<file path="src/rtl/pic_pkg.sv">
package pic_pkg;

    typedef enum logic [0:0] {
        CMD_IDLE      = 1'b0,
        CMD_BASE_WAIT = 1'b1
    } cmd_state_t;

    localparam logic [7:0] CMD_SEL_REQ  = 8'h02;
    localparam logic [7:0] CMD_SEL_SVC  = 8'h03;
    localparam logic [7:0] CMD_EOI_TOP  = 8'h20;
    localparam logic [4:0] CMD_EOI_LVL  = 5'b01100;
    localparam int         CMD_BASE_BIT = 4;

endpackage

</file>
<file path="src/rtl/pic_req_latch.sv">
module pic_req_latch #(
    parameter int N_LINES = 8
) (
    input  logic               clk,
    input  logic               rst_n,
    input  logic [N_LINES-1:0] lines,
    input  logic [N_LINES-1:0] grant_clr,
    output logic [N_LINES-1:0] req
);
    logic [N_LINES-1:0] lines_q;

    always_ff @(posedge clk) begin
        if (!rst_n) begin
            lines_q <= '0;
            req     <= '0;
        end else begin
            lines_q <= lines;
            req     <= (req | (lines & ~lines_q)) & lines & ~grant_clr;
        end
    end
endmodule

</file>
<file path="src/rtl/pic_prio_pick.sv">
module pic_prio_pick #(
    parameter int N_LINES = 8,
    parameter int LVL_W   = $clog2(N_LINES)
) (
    input  logic [N_LINES-1:0] bits,
    output logic               found,
    output logic [LVL_W-1:0]   idx
);
    always_comb begin
        found = |bits;
        idx   = '0;
        for (int i = N_LINES - 1; i >= 0; i--) begin
            if (bits[i]) idx = LVL_W'(i);
        end
    end
endmodule

</file>
<file path="src/rtl/pic_cmd_fsm.sv">
module pic_cmd_fsm
    import pic_pkg::*;
#(
    parameter int LVL_W = 3
) (
    input  logic             clk,
    input  logic             rst_n,
    input  logic             wr,
    input  logic             addr,
    input  logic [7:0]       wdata,
    output logic             load_mask,
    output logic             load_base,
    output logic             eoi_top,
    output logic             eoi_lvl,
    output logic [LVL_W-1:0] eoi_sel,
    output logic             show_svc
);
    cmd_state_t state, state_n;
    logic cmd_wr, dat_wr;

    assign cmd_wr = wr && !addr;
    assign dat_wr = wr && addr;

    always_ff @(posedge clk) begin
        if (!rst_n) begin
            state    <= CMD_IDLE;
            show_svc <= 1'b0;
        end else begin
            state <= state_n;
            if (cmd_wr && wdata == CMD_SEL_SVC) show_svc <= 1'b1;
            else if (cmd_wr && wdata == CMD_SEL_REQ) show_svc <= 1'b0;
        end
    end

    always_comb begin
        state_n   = state;
        load_mask = 1'b0;
        load_base = 1'b0;
        eoi_top   = cmd_wr && (wdata == CMD_EOI_TOP);
        eoi_lvl   = cmd_wr && (wdata[7:3] == CMD_EOI_LVL);
        eoi_sel   = wdata[LVL_W-1:0];
        unique case (state)
            CMD_IDLE: begin
                if (cmd_wr && wdata[CMD_BASE_BIT]) state_n = CMD_BASE_WAIT;
                load_mask = dat_wr;
            end
            CMD_BASE_WAIT: begin
                if (dat_wr) begin
                    load_base = 1'b1;
                    state_n   = CMD_IDLE;
                end
            end
            default: state_n = CMD_IDLE;
        endcase
    end
endmodule

</file>
<file path="src/rtl/prio_irq_ctrl.sv">
module prio_irq_ctrl #(
    parameter int N_LINES = 8,
    parameter int VEC_W   = 8
) (
    input  logic             clk,
    input  logic             rst_n,
    input  logic [N_LINES-1:0] irq_lines,
    input  logic             bus_addr,
    input  logic             bus_wr,
    input  logic             bus_rd,
    input  logic [7:0]       bus_wdata,
    output logic [7:0]       bus_rdata,
    output logic             intr,
    input  logic             inta,
    output logic [VEC_W-1:0] vec,
    output logic             vec_vld
);
    localparam int LVL_W  = $clog2(N_LINES);
    localparam int BASE_W = VEC_W - LVL_W;

    logic [N_LINES-1:0] req_q, mask_q, svc_q, svc_n, grant_clr, pend;
    logic [BASE_W-1:0]  base_q;
    logic               p_found, s_found, eligible, grant;
    logic [LVL_W-1:0]   p_idx, s_idx, eoi_sel;
    logic               load_mask, load_base, eoi_top, eoi_lvl, show_svc;

    pic_cmd_fsm #(.LVL_W(LVL_W)) u_cmd (
        .clk(clk), .rst_n(rst_n), .wr(bus_wr), .addr(bus_addr), .wdata(bus_wdata),
        .load_mask(load_mask), .load_base(load_base), .eoi_top(eoi_top),
        .eoi_lvl(eoi_lvl), .eoi_sel(eoi_sel), .show_svc(show_svc)
    );

    pic_req_latch #(.N_LINES(N_LINES)) u_req (
        .clk(clk), .rst_n(rst_n), .lines(irq_lines), .grant_clr(grant_clr), .req(req_q)
    );

    assign pend = req_q & ~mask_q;

    pic_prio_pick #(.N_LINES(N_LINES), .LVL_W(LVL_W)) u_pick_req (
        .bits(pend), .found(p_found), .idx(p_idx)
    );

    pic_prio_pick #(.N_LINES(N_LINES), .LVL_W(LVL_W)) u_pick_svc (
        .bits(svc_q), .found(s_found), .idx(s_idx)
    );

    assign eligible  = p_found && (!s_found || (p_idx < s_idx));
    assign intr      = eligible;
    assign grant     = inta && eligible;
    assign grant_clr = grant ? (N_LINES'(1) << p_idx) : '0;

    always_comb begin
        svc_n = svc_q;
        if (eoi_top && s_found) svc_n[s_idx] = 1'b0;
        if (eoi_lvl)            svc_n[eoi_sel] = 1'b0;
        if (grant)              svc_n[p_idx] = 1'b1;
    end

    always_ff @(posedge clk) begin
        if (!rst_n) begin
            svc_q   <= '0;
            mask_q  <= '0;
            base_q  <= '0;
            vec     <= '0;
            vec_vld <= 1'b0;
        end else begin
            svc_q   <= svc_n;
            vec_vld <= inta;
            if (load_mask) mask_q <= bus_wdata[N_LINES-1:0];
            if (load_base) base_q <= bus_wdata[7:LVL_W];
            if (inta)      vec    <= {base_q, grant ? p_idx : {LVL_W{1'b1}}};
        end
    end

    always_comb begin
        if (!bus_rd)        bus_rdata = '0;
        else if (bus_addr)  bus_rdata = mask_q;
        else if (show_svc)  bus_rdata = svc_q;
        else                bus_rdata = req_q;
    end
endmodule

</file>
<file path="config.mk">
export PLATFORM = sky130hd
export DESIGN_NAME = prio_irq_ctrl
export DESIGN_NICKNAME = d
export VERILOG_FILES = /design/src/rtl/pic_pkg.sv /design/src/rtl/pic_req_latch.sv /design/src/rtl/pic_prio_pick.sv /design/src/rtl/pic_cmd_fsm.sv /design/src/rtl/prio_irq_ctrl.sv
export SDC_FILE = /design/constraint.sdc
export NUM_CORES = 1
export LEC_CHECK = 0
export CAP_MARGIN = 40
export CORE_ASPECT_RATIO = 0.7
export CORE_UTILIZATION = 50
export CTS_BUF_LIST = sky130_fd_sc_hd__clkbuf_2 sky130_fd_sc_hd__clkbuf_4 sky130_fd_sc_hd__clkbuf_8
export DETAILED_ROUTE_END_ITERATION = 10
export GPL_TIMING_DRIVEN = 0
export PLACE_DENSITY = 0.74
export SYNTH_ARGS = -nofsm -noshare
export SYNTH_HDL_FRONTEND = slang
export SYNTH_HIERARCHICAL = 1
export SYNTH_SLANG_ARGS = --single-unit
</file>
<file path="constraint.sdc">
create_clock -name clk -period 7.4 [get_ports clk]
set_clock_uncertainty 0.05 [all_clocks]
set_input_delay 0.74 -clock clk [delete_from_list [all_inputs] [get_ports clk]]
set_output_delay 0.74 -clock clk [all_outputs]
set_load 0.02 [all_outputs]
</file>
==> flow_summary_export.csv, run 1 <==
group,metric,value,unit
timing,fin_crit_sh,52.5,%
critical_path,crit_required,6610,ps
timing,fin_crit,3890,ps
run_status,outcome,"complete, no violations",
layout,syn_to_final_growth,24.0,%
timing,setup_violations,0,
critical_path,crit_arrival,3100,ps
run,maxCapViolCount,0,
layout,n_antenna_cell,0,
global_route,grt_overflow,0,
power_and_ir_drop,pwr-share-seq,43.2,%
layout,final_common_cell,"dfxtp_1",
drt,drt_iter0_markers,145,
clock_tree,clock_path_buffers,2,
power_and_ir_drop,p_leak,1.11,nW
global_route,grt_max_degree,17,
power_and_ir_drop,powerDensity,216,nW/um^2
synth,yosysWarningCount,6,
clock_tree,numCtsBuffers,5,
timing,relSlewSlack,40.2,%
critical_path,r2r_cells,9,
synth,ys_seq_area_share,38.3,%
power_and_ir_drop,p_int,457,uW
clock_tree,insertion_delay,310,ps
critical_path,r2r-end,"u_req/req[0]",
floorplan,core.rowCount,21,
synth,synth_edf_count,0,
drt,drc,0,
worst_hold_path,hold_depth,2,
critical_path,criticalPathCategory,"reg2out",
floorplan,die-height,61.3,um
clock_tree,cts_tree,"built",
synth,ys_types,42,
synth,ys_ff_latch,48,
timing,hold_violations,0,
timing,maxSlewViolCount,0,
timing,max_freq,257,MHz
synth,yosys-top-cells-area,"dfxtp_1 38%, mux2i_1 11%, nor2b_1 9.7%, nor3b_2 4.0%, nand2_1 3.1%",
clock_tree,path_clk_slew,90,ps
timing,grt_setup_unrepaired,"no",
critical_path,path_max_fanout,6,
power_and_ir_drop,p_clk_share,29.0,%
synth,netlist.area_leader.share,38.3,%
clock_tree,cts_sinks,48,
global_route,track_usage,25.1,%
critical_path,rrSetupSlack,4340,ps
timing,fin_tns_setup,0,ps
floorplan,io_pins,40,
power_and_ir_drop,peakVddDrop,0.152,mV
drt,viasPerCell,5.58,
clock_tree,cts_resized,0,
floorplan,dieArea,5310,um^2
worst_hold_path,hold_path_end,"u_cmd/show_svc",
place,dpl_cell_area,3000,um^2
floorplan,die_w,86.7,um
worst_hold_path,worstHoldStart,"u_cmd/show_svc",
place,dpl.hpwl,4.61,mm
critical_path,r2r_start,"svc_q[7]",
place,io_buffer_count,39,
synth,synth_top_area_cell,"dfxtp_1",
power_and_ir_drop,combPwrFrac,27.8,%
floorplan,initial_core_util,52.2,%
synth,synth_fp_nets,298,
drt,routedWlPerCell,15.8,um
place,gp_congestion,0.897,
clock_tree,cts_hold_buf,0,
layout,fill_cells,422,
floorplan,core,4810,um^2
synth,netlist_instances,274,
layout,fin_area,3110,um^2
global_route,grt_pass1_wl,9.84,mm
power_and_ir_drop,sw_frac_of_total,32.0,%
clock_tree,cts_setup_buffers,0,
drt,drt_pass1_iterations,5,
layout,drive_gt1_share,13.3,%
critical_path,end_kind,"output pin",
drt,routed_wl,6.20,mm
layout,mostFrequentLayoutCells,"48 x dfxtp_1, 39 x nor2b_1, 39 x clkdlybuf4s50_1",
layout,final_nets,346,
clock_tree,h-tree-depth,2,
synth,syn-mean-instance-area,9.16,um^2
synth,synth_ff_type,"dfxtp_1",
drt,drtAntennaViolNets,0,
power_and_ir_drop,p_sw,215,uW
synth,synth_area,2510,um^2
critical_path,start_kind,"flop",
worst_hold_path,hp-class,"reg2reg",
synth,async_reset_ff_share,0,%
clock_tree,ctsRootBufferMaster,"clkbuf_8",
global_route,grt_pass1_vias,1957,
timing,tightest_slew,885,ps
global_route,antenna_found_initial,0,
drt,num_vias,2187,
[registers in the layout (all words and copies together), names as in the netlist]
register and cells:
mask_q 8, u_cmd/show_svc 1, u_req/lines_q 8, u_req/req 8, vec_vld 1, vec 8, u_cmd/state 1, svc_q 8
base_q 5
[synthesized netlist by cell type (2+ instances only)]
cell      count
and3b_1       2
nor4_1        3
nand2_1      21
ha_1          2
clkbuf_1      7
a21boi_0      2
o41ai_1       2
and2_1        9
nand3_1       9
nor3b_2       8
o311ai_0      2
and4_2        2
o221a_2       3
buf_4         4
o211ai_1      2
o21bai_1      2
mux2i_1      27
nor3_1       10
nor2_1       11
o22ai_1       4
nand4_1       2
nor2b_1      39
inv_1         7
a21oi_1       4
o21ai_0      14
and2_2        8
nor4_2        3
nand2b_1      4
dfxtp_1      48
[cell type report]
cell class	count	area (um^2)	area share, %
Multi-Input combinational cell	207	1450	46.7
Timing Repair Buffer	41	400	12.9
Inverter	7	26.3	0.845
Tap cell	69	86.3	2.78
Clock inverter	3	46.3	1.49
Sequential cell	48	961	30.9
Buffer	12	67.6	2.17
Clock buffer	5	68.8	2.21
[per-layer routing]
| layer | global-route usage (%) | vias up | part of all wire [%] |
|---|---|---|---|
| li1 | - | 1070 | - |
| met4 | 7.14 | 0 | 0.89 |
| met5 | 0 | - | 0 |
| met1 | 37.3 | 1007 | 51 |
| met3 | 4.83 | 5 | 7.3 |
| met2 | 37.2 | 105 | 41 |
[metrics by stage]
stage | utilization, % | setup WS [ps] | hold slack (ps) | cells | power (mW)
finish | 64.7 | 3510 | 417 | 392 | 0.672
global route | 64.7 | 3270 | 427 | 392 | 0.705
CTS | 64.7 | 3530 | 420 | 392 | 0.671
detailed placement | 62.3 | 3850 | 404 | 384 | 0.479
global placement | 62.1 | 3530 | 395 | 382 | 0.474
floorplan | - | 4540 | 387 | 274 | 0.412
[critical path, stage by stage (launching register included)]
cell and delay, ps:
dfxtp_1 480, o21ai_0 110, a21boi_0 630, inv_1 100
ha_1 200, nand2b_1 180, a211oi_1 240, a21oi_1 140
inv_1 100, clkdlybuf4s50_1 600
[power groups by stage]
stage          combinational, mW  clock, mW  sequential (mW)
3_5_place_dp               0.184          0            0.295
2_1_floorplan              0.118          0            0.294
3_3_place_gp               0.179          0            0.295
5_1_grt                    0.203      0.210            0.292
4_1_cts                    0.185      0.197            0.289
6_report                   0.187      0.195            0.290
[kinds of logic after synthesis]
family / share of synthesized area (%)
AO/OA/AOI/OAI: 11.9
adder cells (fa/ha/maj): 0.997
buffers and inverters: 3.74
flip-flops: 38.3
multiplexers: 10.8
AND/OR/NAND/NOR: 34.3
[worst max-delay path by stage]
stage	startpoint	endpoint	slack (ps)	cells past startpoint
final	svc_q[7]	intr	3510	9
after global routing	svc_q[4]	intr	3270	10
after floorplan	u_req/req[6]	intr	4540	8
after CTS	u_req/req[6]	intr	3530	10
after global placement	u_req/req[6]	intr	3530	9
after detailed placement	bus_addr	bus_rdata[5]	3850	6
No activity file was read; power rests on OpenSTA's default activity.
==> run 2: changes to the inputs <==
==> constraint.sdc (replaced) <==
create_clock -name clk -period 3.6 [get_ports clk]
set_clock_uncertainty 0.05 [all_clocks]
set_input_delay 0.36 -clock clk [delete_from_list [all_inputs] [get_ports clk]]
set_output_delay 0.36 -clock clk [all_outputs]
set_load 0.02 [all_outputs]
==> flow_summary_export.csv, run 2 (synthesized netlist as in run 1, its figures left out) <==
group,metric,value,unit
layout,final_nets,346,
run_status,outcome,"complete, no violations",
drt,routedWlPerCell,15.9,um
clock_tree,ctsRootBufferMaster,"clkbuf_8",
critical_path,rrSetupSlack,550,ps
global_route,antenna_found_initial,0,
layout,drive_gt1_share,13.6,%
layout,final_common_cell,"dfxtp_1",
layout,fill_cells,422,
power_and_ir_drop,sw_frac_of_total,32.1,%
drt,num_vias,2186,
power_and_ir_drop,peakVddDrop,0.313,mV
place,io_buffer_count,39,
place,dpl.hpwl,4.61,mm
clock_tree,insertion_delay,310,ps
floorplan,die-height,61.3,um
global_route,grt_max_degree,17,
floorplan,initial_core_util,52.2,%
place,dpl_cell_area,3000,um^2
clock_tree,h-tree-depth,2,
critical_path,crit_required,3190,ps
power_and_ir_drop,combPwrFrac,28.1,%
worst_hold_path,hp-class,"reg2reg",
critical_path,start_kind,"flop",
power_and_ir_drop,pwr-share-seq,42.9,%
drt,drt_iter0_markers,163,
layout,n_antenna_cell,0,
timing,relSlewSlack,38.4,%
layout,mostFrequentLayoutCells,"48 x dfxtp_1, 39 x nor2b_1, 39 x clkdlybuf4s50_1",
critical_path,criticalPathCategory,"reg2out",
timing,hold_violations,0,
run,maxCapViolCount,0,
drt,viasPerCell,5.58,
critical_path,end_kind,"output pin",
global_route,grt_overflow,0,
layout,register_area,961,um^2
floorplan,core,4810,um^2
power_and_ir_drop,powerDensity,446,nW/um^2
clock_tree,path_clk_slew,90,ps
global_route,grt_pass1_wl,9.84,mm
clock_tree,cts_sinks,48,
power_and_ir_drop,p_sw,446,uW
clock_tree,cts_tree,"built",
critical_path,path_max_fanout,5,
timing,max_freq,286,MHz
clock_tree,numCtsBuffers,5,
layout,multi_input_area,1460,um^2
clock_tree,clock_path_buffers,2,
critical_path,crit_arrival,3080,ps
global_route,grt_pass1_vias,1957,
drt,drtAntennaViolNets,0,
power_and_ir_drop,p_clk_share,28.9,%
timing,maxSlewViolCount,0,
timing,tightest_slew,911,ps
global_route,track_usage,25.1,%
place,dp.cells,384,
drt,drt_pass1_iterations,5,
layout,fin_cells,392,
floorplan,die_w,86.7,um
power_and_ir_drop,p_int,942,uW
drt,drc,0,
floorplan,core.rowCount,21,
layout,syn_to_final_growth,24.1,%
timing,hold_ws,417,ps
layout,fin_area,3110,um^2
timing,fin_crit,3490,ps
drt,routed_wl,6.21,mm
floorplan,io_pins,40,
power_and_ir_drop,p_leak,1.11,nW
timing,fin_crit_sh,97.0,%
place,gp_congestion,0.897,
floorplan,dieArea,5310,um^2
timing,setup_violations,0,
[run 2: worst paths after layout]
kind | endpoint | cells past startpoint | startpoint
setup / recovery | intr | 8 | svc_q[7]
hold reg to reg | u_cmd/show_svc | 2 | u_cmd/show_svc
hold / removal | u_cmd/show_svc | 2 | u_cmd/show_svc
setup reg to reg | u_req/req[0] | 8 | svc_q[7]
[run 2: power groups by stage]
| stage | logic (mW) | clock network (mW) | registers (mW) |
|---|---|---|---|
| final | 0.391 | 0.401 | 0.596 |
| after global routing | 0.424 | 0.431 | 0.600 |
| after CTS | 0.381 | 0.404 | 0.594 |
| after detailed placement | 0.378 | 0 | 0.606 |
| after global placement | 0.369 | 0 | 0.606 |
| after floorplan | 0.242 | 0 | 0.605 |
[run 2: worst max-delay path, stage by stage (launching register included)]
cell	delay, ps
dfxtp_1	480
a21oi_1	120
o41ai_1	750
buf_2	280
nand2b_4	70
a211oi_1	280
a21oi_2	110
inv_1	80
clkdlybuf4s50_1	590
[run 2: area by class of cell]
| type | instances | area share [%] |
|---|---|---|
| plain buffers | 12 | 2.17 |
| clock buffers | 5 | 2.21 |
| clock inverters | 3 | 1.49 |
| inverters | 7 | 0.844 |
| multi-input cells | 207 | 46.8 |
| flip-flops and latches | 48 | 30.9 |
| well taps | 69 | 2.77 |
| repair buffers | 41 | 12.9 |
[run 2: per-layer routing]
metal / global-route usage, % / share of wire (%) / vias to the layer above
li1: - / - / 1070
met1: 37.3 / 52 / 1019
met2: 37.2 / 40 / 92
met3: 4.83 / 6.9 / 5
met4: 7.14 / 0.89 / 0
met5: 0 / 0 / -
[run 2: what timing repair did]
action / CTS / global route
resized for setup: 0 / 3
setup endpoints to repair: 0 / 1
hold buffers: 0 / 0
buffers inserted: 0 / 0
[run 2: through the flow]
stage,setup slack (ps),setup TNS [ps],util (%),power [mW]
final,109,0,64.8,1.39
after global routing,-10.6,-10.6,64.8,1.46
after CTS,105,0,64.7,1.38
after detailed placement,484,0,62.3,0.984
after global placement,111,0,62.1,0.975
after floorplan,1080,0,-,0.847
==> run 3: changes to the inputs <==
--- a/config.mk
+++ b/config.mk
@@ -12,7 +12,9 @@
 export DETAILED_ROUTE_END_ITERATION = 10
 export GPL_TIMING_DRIVEN = 0
 export PLACE_DENSITY = 0.74
+export SETUP_SLACK_MARGIN = 0.15
 export SYNTH_ARGS = -nofsm -noshare
 export SYNTH_HDL_FRONTEND = slang
 export SYNTH_HIERARCHICAL = 1
 export SYNTH_SLANG_ARGS = --single-unit
+export TNS_END_PERCENT = 10
==> flow_summary_export.csv, run 3 (synthesized netlist as in run 1, its figures left out) <==
group,metric,value,unit
run_status,outcome,"complete, no violations",
critical_path,crit_arrival,2870,ps
place,dp.cells,384,
clock_tree,cts_sinks,48,
timing,setup_violations,0,
power_and_ir_drop,peakVddDrop,0.313,mV
global_route,grt_max_degree,17,
layout,fill_cells,417,
critical_path,criticalPathCategory,"reg2out",
global_route,grt_overflow,0,
layout,final_common_cell,"dfxtp_1",
global_route,grt_pass1_vias,1957,
timing,fin_crit_sh,91.0,%
drt,routed_wl,6.13,mm
drt,drt_iter0_markers,224,
drt,drtAntennaViolNets,0,
worst_hold_path,hp-class,"reg2reg",
floorplan,die_w,86.7,um
floorplan,die-height,61.3,um
timing,tightest_slew,641,ps
drt,drt_pass1_iterations,4,
layout,syn_to_final_growth,24.8,%
power_and_ir_drop,p_sw,445,uW
clock_tree,cts_resized,1,
clock_tree,path_clk_slew,90,ps
critical_path,crit_start,"u_req/req[4]",
timing,fin_crit,3280,ps
critical_path,path_max_fanout,7,
timing,relSlewSlack,57.1,%
floorplan,dieArea,5310,um^2
critical_path,crit_required,3190,ps
worst_hold_path,worstHoldStart,"u_cmd/show_svc",
global_route,antenna_found_initial,0,
clock_tree,numCtsBuffers,5,
clock_tree,ctsRootBufferMaster,"clkbuf_8",
drt,viasPerCell,5.49,
clock_tree,cts_tree,"built",
run,maxCapViolCount,0,
power_and_ir_drop,power.total,1.39,mW
layout,mostFrequentLayoutCells,"48 x dfxtp_1, 39 x clkdlybuf4s50_1, 38 x nor2b_1",
layout,drive_gt1_share,14.9,%
drt,num_vias,2154,
place,io_buffer_count,39,
power_and_ir_drop,sw_frac_of_total,32.0,%
drt,routedWlPerCell,15.6,um
place,gp_congestion,0.897,
power_and_ir_drop,powerDensity,444,nW/um^2
floorplan,io_pins,40,
clock_tree,h-tree-depth,2,
layout,fin_cells,392,
power_and_ir_drop,combPwrFrac,28.5,%
timing,hold_ws,417,ps
critical_path,start_kind,"flop",
timing,max_freq,305,MHz
timing,grt_setup_unrepaired,"no",
critical_path,r2r_start,"u_req/req[4]",
floorplan,core,4810,um^2
power_and_ir_drop,p_int,946,uW
global_route,grt_pass1_wl,9.84,mm
clock_tree,cts_setup_buffers,0,
clock_tree,clock_path_buffers,2,
timing,fin_tns_setup,0,ps
power_and_ir_drop,pwr-share-seq,42.9,%
floorplan,initial_core_util,52.2,%
power_and_ir_drop,p_leak,1.12,nW
critical_path,end_kind,"output pin",
place,dpl.hpwl,4.61,mm
clock_tree,insertion_delay,310,ps
clock_tree,cts_hold_buf,0,
drt,drc,0,
timing,maxSlewViolCount,0,
floorplan,core.rowCount,21,
layout,final_nets,346,
timing,hold_violations,0,
power_and_ir_drop,p_clk_share,28.7,%
global_route,track_usage,25.1,%
layout,n_antenna_cell,0,
==> run 3: cell counts in the layout (fill, tap and decap cells not counted) <==
No cell type changed its count.
==> run 3: worst paths after layout <==
path / endpoint / slack [ps] / cells past startpoint
setup / recovery: intr / 320 / 11
hold / removal: u_cmd/show_svc / 420 / 2
setup reg to reg: u_req/req[0] / 710 / 11
hold reg to reg: u_cmd/show_svc / 420 / 2
==> run 3: layer usage <==
metal / global-route usage (%) / share of wire, % / up-vias
li1: - / - / 1071
met1: 37.3 / 49 / 988
met2: 37.2 / 41 / 90
met3: 4.83 / 9.0 / 5
met4: 7.14 / 0.90 / 0
met5: 0 / 0 / -
==> run 3: through the flow <==
| stage | area [um^2] | setup WS, ps | utilization [%] |
|---|---|---|---|
| 2_1_floorplan | 2510 | 1080 | - |
| 3_3_place_gp | 2990 | 111 | 62.1 |
| 3_5_place_dp | 3000 | 484 | 62.3 |
| 4_1_cts | 3110 | 164 | 64.8 |
| 5_1_grt | 3130 | 164 | 65.1 |
| 6_report | 3130 | 323 | 65.1 |
==> run 3: layout make-up <==
cell class | count | area, um^2 | share of cell area [%]
tap | 69 | 86.3 | 2.76
buffer | 12 | 67.6 | 2.16
clock inverter | 3 | 46.3 | 1.48
timing repair buffer | 41 | 400 | 12.8
inverter | 7 | 26.3 | 0.839
clock buffer | 5 | 68.8 | 2.20
multi-input combinational | 207 | 1470 | 47.1
sequential | 48 | 961 | 30.7
==> run 3: worst max-delay path: stages (launching register included) <==
cell and delay (ps):
dfxtp_1 380, nor2b_1 290, nor2_1 80, o21ai_0 90
a21boi_1 140, buf_2 190, ha_1 200, nand2b_1 200
a211oi_2 240, a21oi_2 100, inv_1 80, clkdlybuf4s50_1 590
==> run 3: power by group through the flow <==
stage / combinational [mW] / clock, mW / sequential, mW
floorplan: 0.242 / 0 / 0.605
global placement: 0.369 / 0 / 0.606
detailed placement: 0.378 / 0 / 0.606
CTS: 0.385 / 0.404 / 0.594
global route: 0.431 / 0.431 / 0.601
finish: 0.396 / 0.399 / 0.596
